## config.mk

```make
export PLATFORM = sky130hd
export DESIGN_NAME = msi_snoop_ctrl
export DESIGN_NICKNAME = d
export VERILOG_FILES = /design/src/rtl/msi_snoop_ctrl.sv
export SDC_FILE = /design/constraint.sdc
export NUM_CORES = 1
export LEC_CHECK = 0
export BUFFER_PORTS_ARGS = -buffer_cell sky130_fd_sc_hd__buf_2
export CAP_MARGIN = 20
export CORE_MARGIN = 2
export CORE_UTILIZATION = 30
export DETAILED_ROUTE_END_ITERATION = 16
export SYNTH_ARGS = -nofsm -noshare
export SYNTH_HDL_FRONTEND = slang
export SYNTH_SLANG_ARGS = --single-unit
```

## constraint.sdc

```tcl
create_clock -name clk -period 3.3 [get_ports clk]
set_clock_uncertainty 0.2 [all_clocks]
set_input_delay 0 -clock clk [delete_from_list [all_inputs] [get_ports clk]]
set_output_delay 0 -clock clk [all_outputs]
set_load 0.005 [all_outputs]
```

## src/rtl/msi_snoop_ctrl.sv

```systemverilog
module msi_snoop_ctrl #(
  parameter int NLINES = 8,
  parameter int TAG_W  = 4,
  parameter int ID_W   = 2,
  parameter logic [ID_W-1:0] MY_ID = '0,
  localparam int IDX_W  = $clog2(NLINES),
  localparam int ADDR_W = TAG_W + IDX_W
) (
  input  logic              clk,
  input  logic              rst_n,
  input  logic              cpu_req,
  input  logic              cpu_we,
  input  logic [ADDR_W-1:0] cpu_addr,
  output logic              cpu_done,
  output logic              bus_req,
  input  logic              bus_gnt,
  output logic              bus_issue,
  output logic [1:0]        bus_cmd,
  output logic [ADDR_W-1:0] bus_addr,
  input  logic              snp_valid,
  input  logic [1:0]        snp_cmd,
  input  logic [ADDR_W-1:0] snp_addr,
  input  logic [ID_W-1:0]   snp_id,
  output logic              flush_valid,
  output logic [ADDR_W-1:0] flush_addr,
  input  logic [IDX_W-1:0]  look_idx,
  output logic [1:0]        look_state,
  output logic [TAG_W-1:0]  look_tag
);
  localparam logic [1:0] INV = 2'b00, SHR = 2'b01, MOD = 2'b10;
  localparam logic [1:0] C_NONE = 2'b00, C_RD = 2'b01, C_RDX = 2'b10, C_WB = 2'b11;

  logic [NLINES-1:0][1:0]       st;
  logic [NLINES-1:0][TAG_W-1:0] tg;

  logic [IDX_W-1:0] c_idx, s_idx;
  logic [TAG_W-1:0] c_tag, s_tag;
  logic [1:0]       c_st, s_st;
  logic c_hit, s_on, s_hit, conflict, go, need_wb, local_ok;

  assign c_idx = cpu_addr[IDX_W-1:0];
  assign c_tag = cpu_addr[ADDR_W-1:IDX_W];
  assign s_idx = snp_addr[IDX_W-1:0];
  assign s_tag = snp_addr[ADDR_W-1:IDX_W];
  assign c_st  = st[c_idx];
  assign s_st  = st[s_idx];

  assign c_hit    = (c_st != INV) && (tg[c_idx] == c_tag);
  assign s_on     = snp_valid && (snp_id != MY_ID);
  assign s_hit    = s_on && (s_st != INV) && (tg[s_idx] == s_tag);
  assign conflict = s_on && (s_idx == c_idx);
  assign go       = cpu_req && !conflict;
  assign need_wb  = !c_hit && (c_st == MOD);
  assign local_ok = c_hit && (!cpu_we || c_st == MOD);

  assign bus_req   = go && !local_ok;
  assign bus_issue = bus_req && bus_gnt;
  assign bus_cmd   = !bus_req ? C_NONE : need_wb ? C_WB : cpu_we ? C_RDX : C_RD;
  assign bus_addr  = need_wb ? {tg[c_idx], c_idx} : cpu_addr;
  assign cpu_done  = go && (local_ok || (bus_issue && !need_wb));

  assign flush_valid = s_hit && (s_st == MOD) && (snp_cmd == C_RD || snp_cmd == C_RDX);
  assign flush_addr  = snp_addr;

  assign look_state = st[look_idx];
  assign look_tag   = tg[look_idx];

  always_ff @(posedge clk) begin
    if (!rst_n) begin
      st <= '0;
      tg <= '0;
    end else begin
      if (bus_issue && need_wb) begin
        st[c_idx] <= INV;
      end else if (cpu_done && cpu_we) begin
        st[c_idx] <= MOD;
        tg[c_idx] <= c_tag;
      end else if (cpu_done && !local_ok) begin
        st[c_idx] <= SHR;
        tg[c_idx] <= c_tag;
      end
      if (s_hit) begin
        if (snp_cmd == C_RD && s_st == MOD) st[s_idx] <= SHR;
        else if (snp_cmd == C_RDX)          st[s_idx] <= INV;
      end
    end
  end
endmodule

```

==> results_dict.tcl <==
set metrics [dict create \
    dp_hpwl_mm 9.31 \
    synth_seq_cells 48 \
    die_x_um 117 \
    worstSetupEndpointType "flop" \
    place_area_um2 4310 \
    start_to_end_type_of_the_worst_setup_path "reg2reg" \
    cts-root-to-sink-buffers 2 \
    worst_hold_path_type "in2out" \
    seq_area_frac_synth_pct 24.9 \
    switchingPower_mw 0.409 \
    setup_repair_after_global_routing_missed_its_margin "false" \
    total_inserted_antenna_cells 0 \
    timing.hold.ws_ns 0.00582 \
    cellLeakagePower_nw 1.83 \
    chipHeight_um 117 \
    critPathArrivalTime_ns 3.03 \
    pwr-share-comb_pct 16.6 \
    ys_top_cells_by_area "sky130_fd_sc_hd__dfxtp_1 (25%), sky130_fd_sc_hd__mux2i_1 (13%), sky130_fd_sc_hd__mux4_2 (12%)" \
    wl_met2_mm 5.96 \
    power.share.switching_pct 26.7 \
    synthDominantAreaCellType "sky130_fd_sc_hd__dfxtp_1" \
    vias_per_cell 5.56 \
    synth_most_common_cell "sky130_fd_sc_hd__nand2_1" \
    drt_iter0_markers 229 \
    top_layer_used "met4" \
    max_cap_viol_count 0 \
    total_via_count_in_the_routed_design 3678 \
    grt_antenna_before_repair 0 \
    numClockSinks 48 \
    post_cts.resized_instances 0 \
    placement_rows 41 \
    design.portCount 53 \
    routability_congestion_estimate_from_global_placement 0.926 \
    areaGrowthSynthToFinish_pct 16.7 \
    cts_hold_repair.buffers 0 \
    clock.fmax_mhz 328 \
    dominant_register_cell_in_the_synthesized_netlist "sky130_fd_sc_hd__dfxtp_1" \
    route.final.wire_length_mm 12.3 \
    met3_routed_wirelength_um 754 \
    tightestPinTransition_ns 0.639 \
    final_clock_period_utilization_by_the_worst_path_pct 92.5 \
    mappedNetlistNets 476 \
    final_antenna_net_count 0 \
    final_design_area_no_fill_um2 4500 \
    internal_power_mw 1.12 \
    largest_net_degree_at_the_start_of_global_routing 38 \
    netlist_top_cells_count "sky130_fd_sc_hd__nand2_1 (70), sky130_fd_sc_hd__mux2i_1 (52), sky130_fd_sc_hd__dfxtp_1 (48), sky130_fd_sc_hd__nor2_1 (23), sky130_fd_sc_hd__mux4_2 (20)" \
    die_area_um2 13800 \
    setup_viol_count_final 0 \
    synth_edf_count 0 \
    grt_first_pass_wirelength_mm 19.4 \
    fraction_of_synthesis_flops_using_an_asynchronous_set_or_reset_pin_pct 0 \
    final-instance-count-excl-fill 662 \
    data_required_time_of_the_critical_path_ns 3.28 \
    hold_violations 0 \
    finalMaxSlewViolations 0 \
    synthesis.area_um2 3860 \
    power_mw 1.53 \
    post_synth_num_cell_types 51 \
    power.share.sequential_pct 38.8 \
    drt-wirelength-per-cell_um 18.5 \
    power-per-cell-area_nw_per_um2 341 \
    grt_remaining_overflow 0 \
    crit_path_start_kind "flop" \
    start_util_pct 30.7 \
    synthesis.instances 447 \
    tritoncts "yes" \
    core-area_um2 12600 \
    clkLatencyLatePin_ns 0.30 \
    yosysWarningCount 0 \
    placedCellCount 654 \
    timing.slew.headroom_pct 57.2 \
    synth.top_cell.area_share_pct 24.9 \
    clockRootBuffer "sky130_fd_sc_hd__clkbuf_16" \
    vdd_drop_max_uv 169 \
    setup-tns-final_ns 0 \
    post_cts_buffers 0 \
    io_buffers 52 \
    finish.net_count 518 \
    clock_power_share_pct 44.6 \
    run_status "finished clean" \
    drt-pass1-iter-count 5 \
    critPathMaxFanout 8 \
    synth.avg_cell_area_um2 8.63 \
    detail_route.wirelength.met1_mm 5.25 \
    max_h_tree_level 2 \
    final_layout_size_suffix_gt1_share_pct 25.7 \
    drc 0 \
    track_usage_pct 17.6 \
    cts_made_buffers 5 \
    layout_min_cycle_time_ns 3.05 \
    first_global_vias 3485 \
    cts.reportedPaths.clkPinSlew_ns 0.07 \
]
[layout by cell type (no fill, tap or decap), types with 8 or more instances in the layout]
cell type	count
sky130_fd_sc_hd__buf_4	26
sky130_fd_sc_hd__o21ai_0	9
sky130_fd_sc_hd__inv_1	10
sky130_fd_sc_hd__nand2b_1	9
sky130_fd_sc_hd__nand3_1	14
sky130_fd_sc_hd__nand2_1	70
sky130_fd_sc_hd__nor2_1	23
sky130_fd_sc_hd__mux4_2	20
sky130_fd_sc_hd__dfxtp_1	48
sky130_fd_sc_hd__buf_2	52
sky130_fd_sc_hd__mux2i_1	52
sky130_fd_sc_hd__and2_1	8
sky130_fd_sc_hd__a22oi_1	12
sky130_fd_sc_hd__a21oi_1	18
sky130_fd_sc_hd__mux2_2	12
[cell type report]
class                   count  area [um2]
repair buffers             78         455
clock buffers               5         125
multi-input cells         346        2640
clock inverters             3        68.8
fillers                  1290        8070
flip-flops and latches     48         961
well taps                 172         215
inverters                  10        37.5
[kinds of logic after synthesis]
| family | after synthesis | synth area share (%) |
|---|---|---|
| and+or+nand+nor | 159 | 20.4 |
| muxes | 84 | 28.7 |
| buffers and inverters | 53 | 6.68 |
| adders and majority gates | 2 | 0.649 |
| AOI/OAI and AO/OA | 93 | 16.9 |
| DFF | 48 | 24.9 |
| xor gates and xnor gates | 8 | 1.82 |
[state kept, by name, indices dropped and copies added (netlist names)]
signal,count
st,16
tg,32
[worst paths after layout]
check	from	end	slack [ns]	depth (start not counted)
setup reg to reg	tg[13]$_SDFFE_PN0P_	tg[8]$_SDFFE_PN0P_	0.25	8
setup / recovery	tg[13]$_SDFFE_PN0P_	tg[8]$_SDFFE_PN0P_	0.25	8
hold / removal	snp_addr[6]	flush_addr[6]	0.006	2
hold reg to reg	tg[17]$_SDFFE_PN0P_	tg[17]$_SDFFE_PN0P_	0.29	2
[power by group through the flow]
stage / Sequential (mW) / Clock (mW) / Combinational [mW]
3_5_place_dp: 0.609 / 0 / 0.251
2_1_floorplan: 0.605 / 0 / 0.168
3_3_place_gp: 0.609 / 0 / 0.249
6_report: 0.596 / 0.684 / 0.254
5_1_grt: 0.596 / 0.713 / 0.276
4_1_cts: 0.595 / 0.691 / 0.253
[routing by layer]
metal	up-vias	global-route usage [%]
met5	-	0
met4	0	5.42
met3	25	3.60
met2	128	29.9
met1	1793	22.5
li1	1732	-
[critical path, cell delays in order, from the launching register on]
cell and delay, ns:
sky130_fd_sc_hd__dfxtp_1 0.35, sky130_fd_sc_hd__mux4_2 0.47, sky130_fd_sc_hd__mux2i_1 0.27, sky130_fd_sc_hd__xnor2_1 0.12, sky130_fd_sc_hd__a211oi_2 0.28, sky130_fd_sc_hd__nand2_1 0.13, sky130_fd_sc_hd__and2_1 0.25, sky130_fd_sc_hd__or4_1 0.69
sky130_fd_sc_hd__mux2i_1 0.17
[through the flow]
stage | utilization [%] | setup slack [ns]
global route | 35.8 | 0.0509
global placement | 34.3 | 0.222
CTS | 35.8 | 0.222
detailed placement | 34.3 | 0.144
floorplan | - | 0.448
finish | 35.8 | 0.247
(Power assumes the default switching activity.)
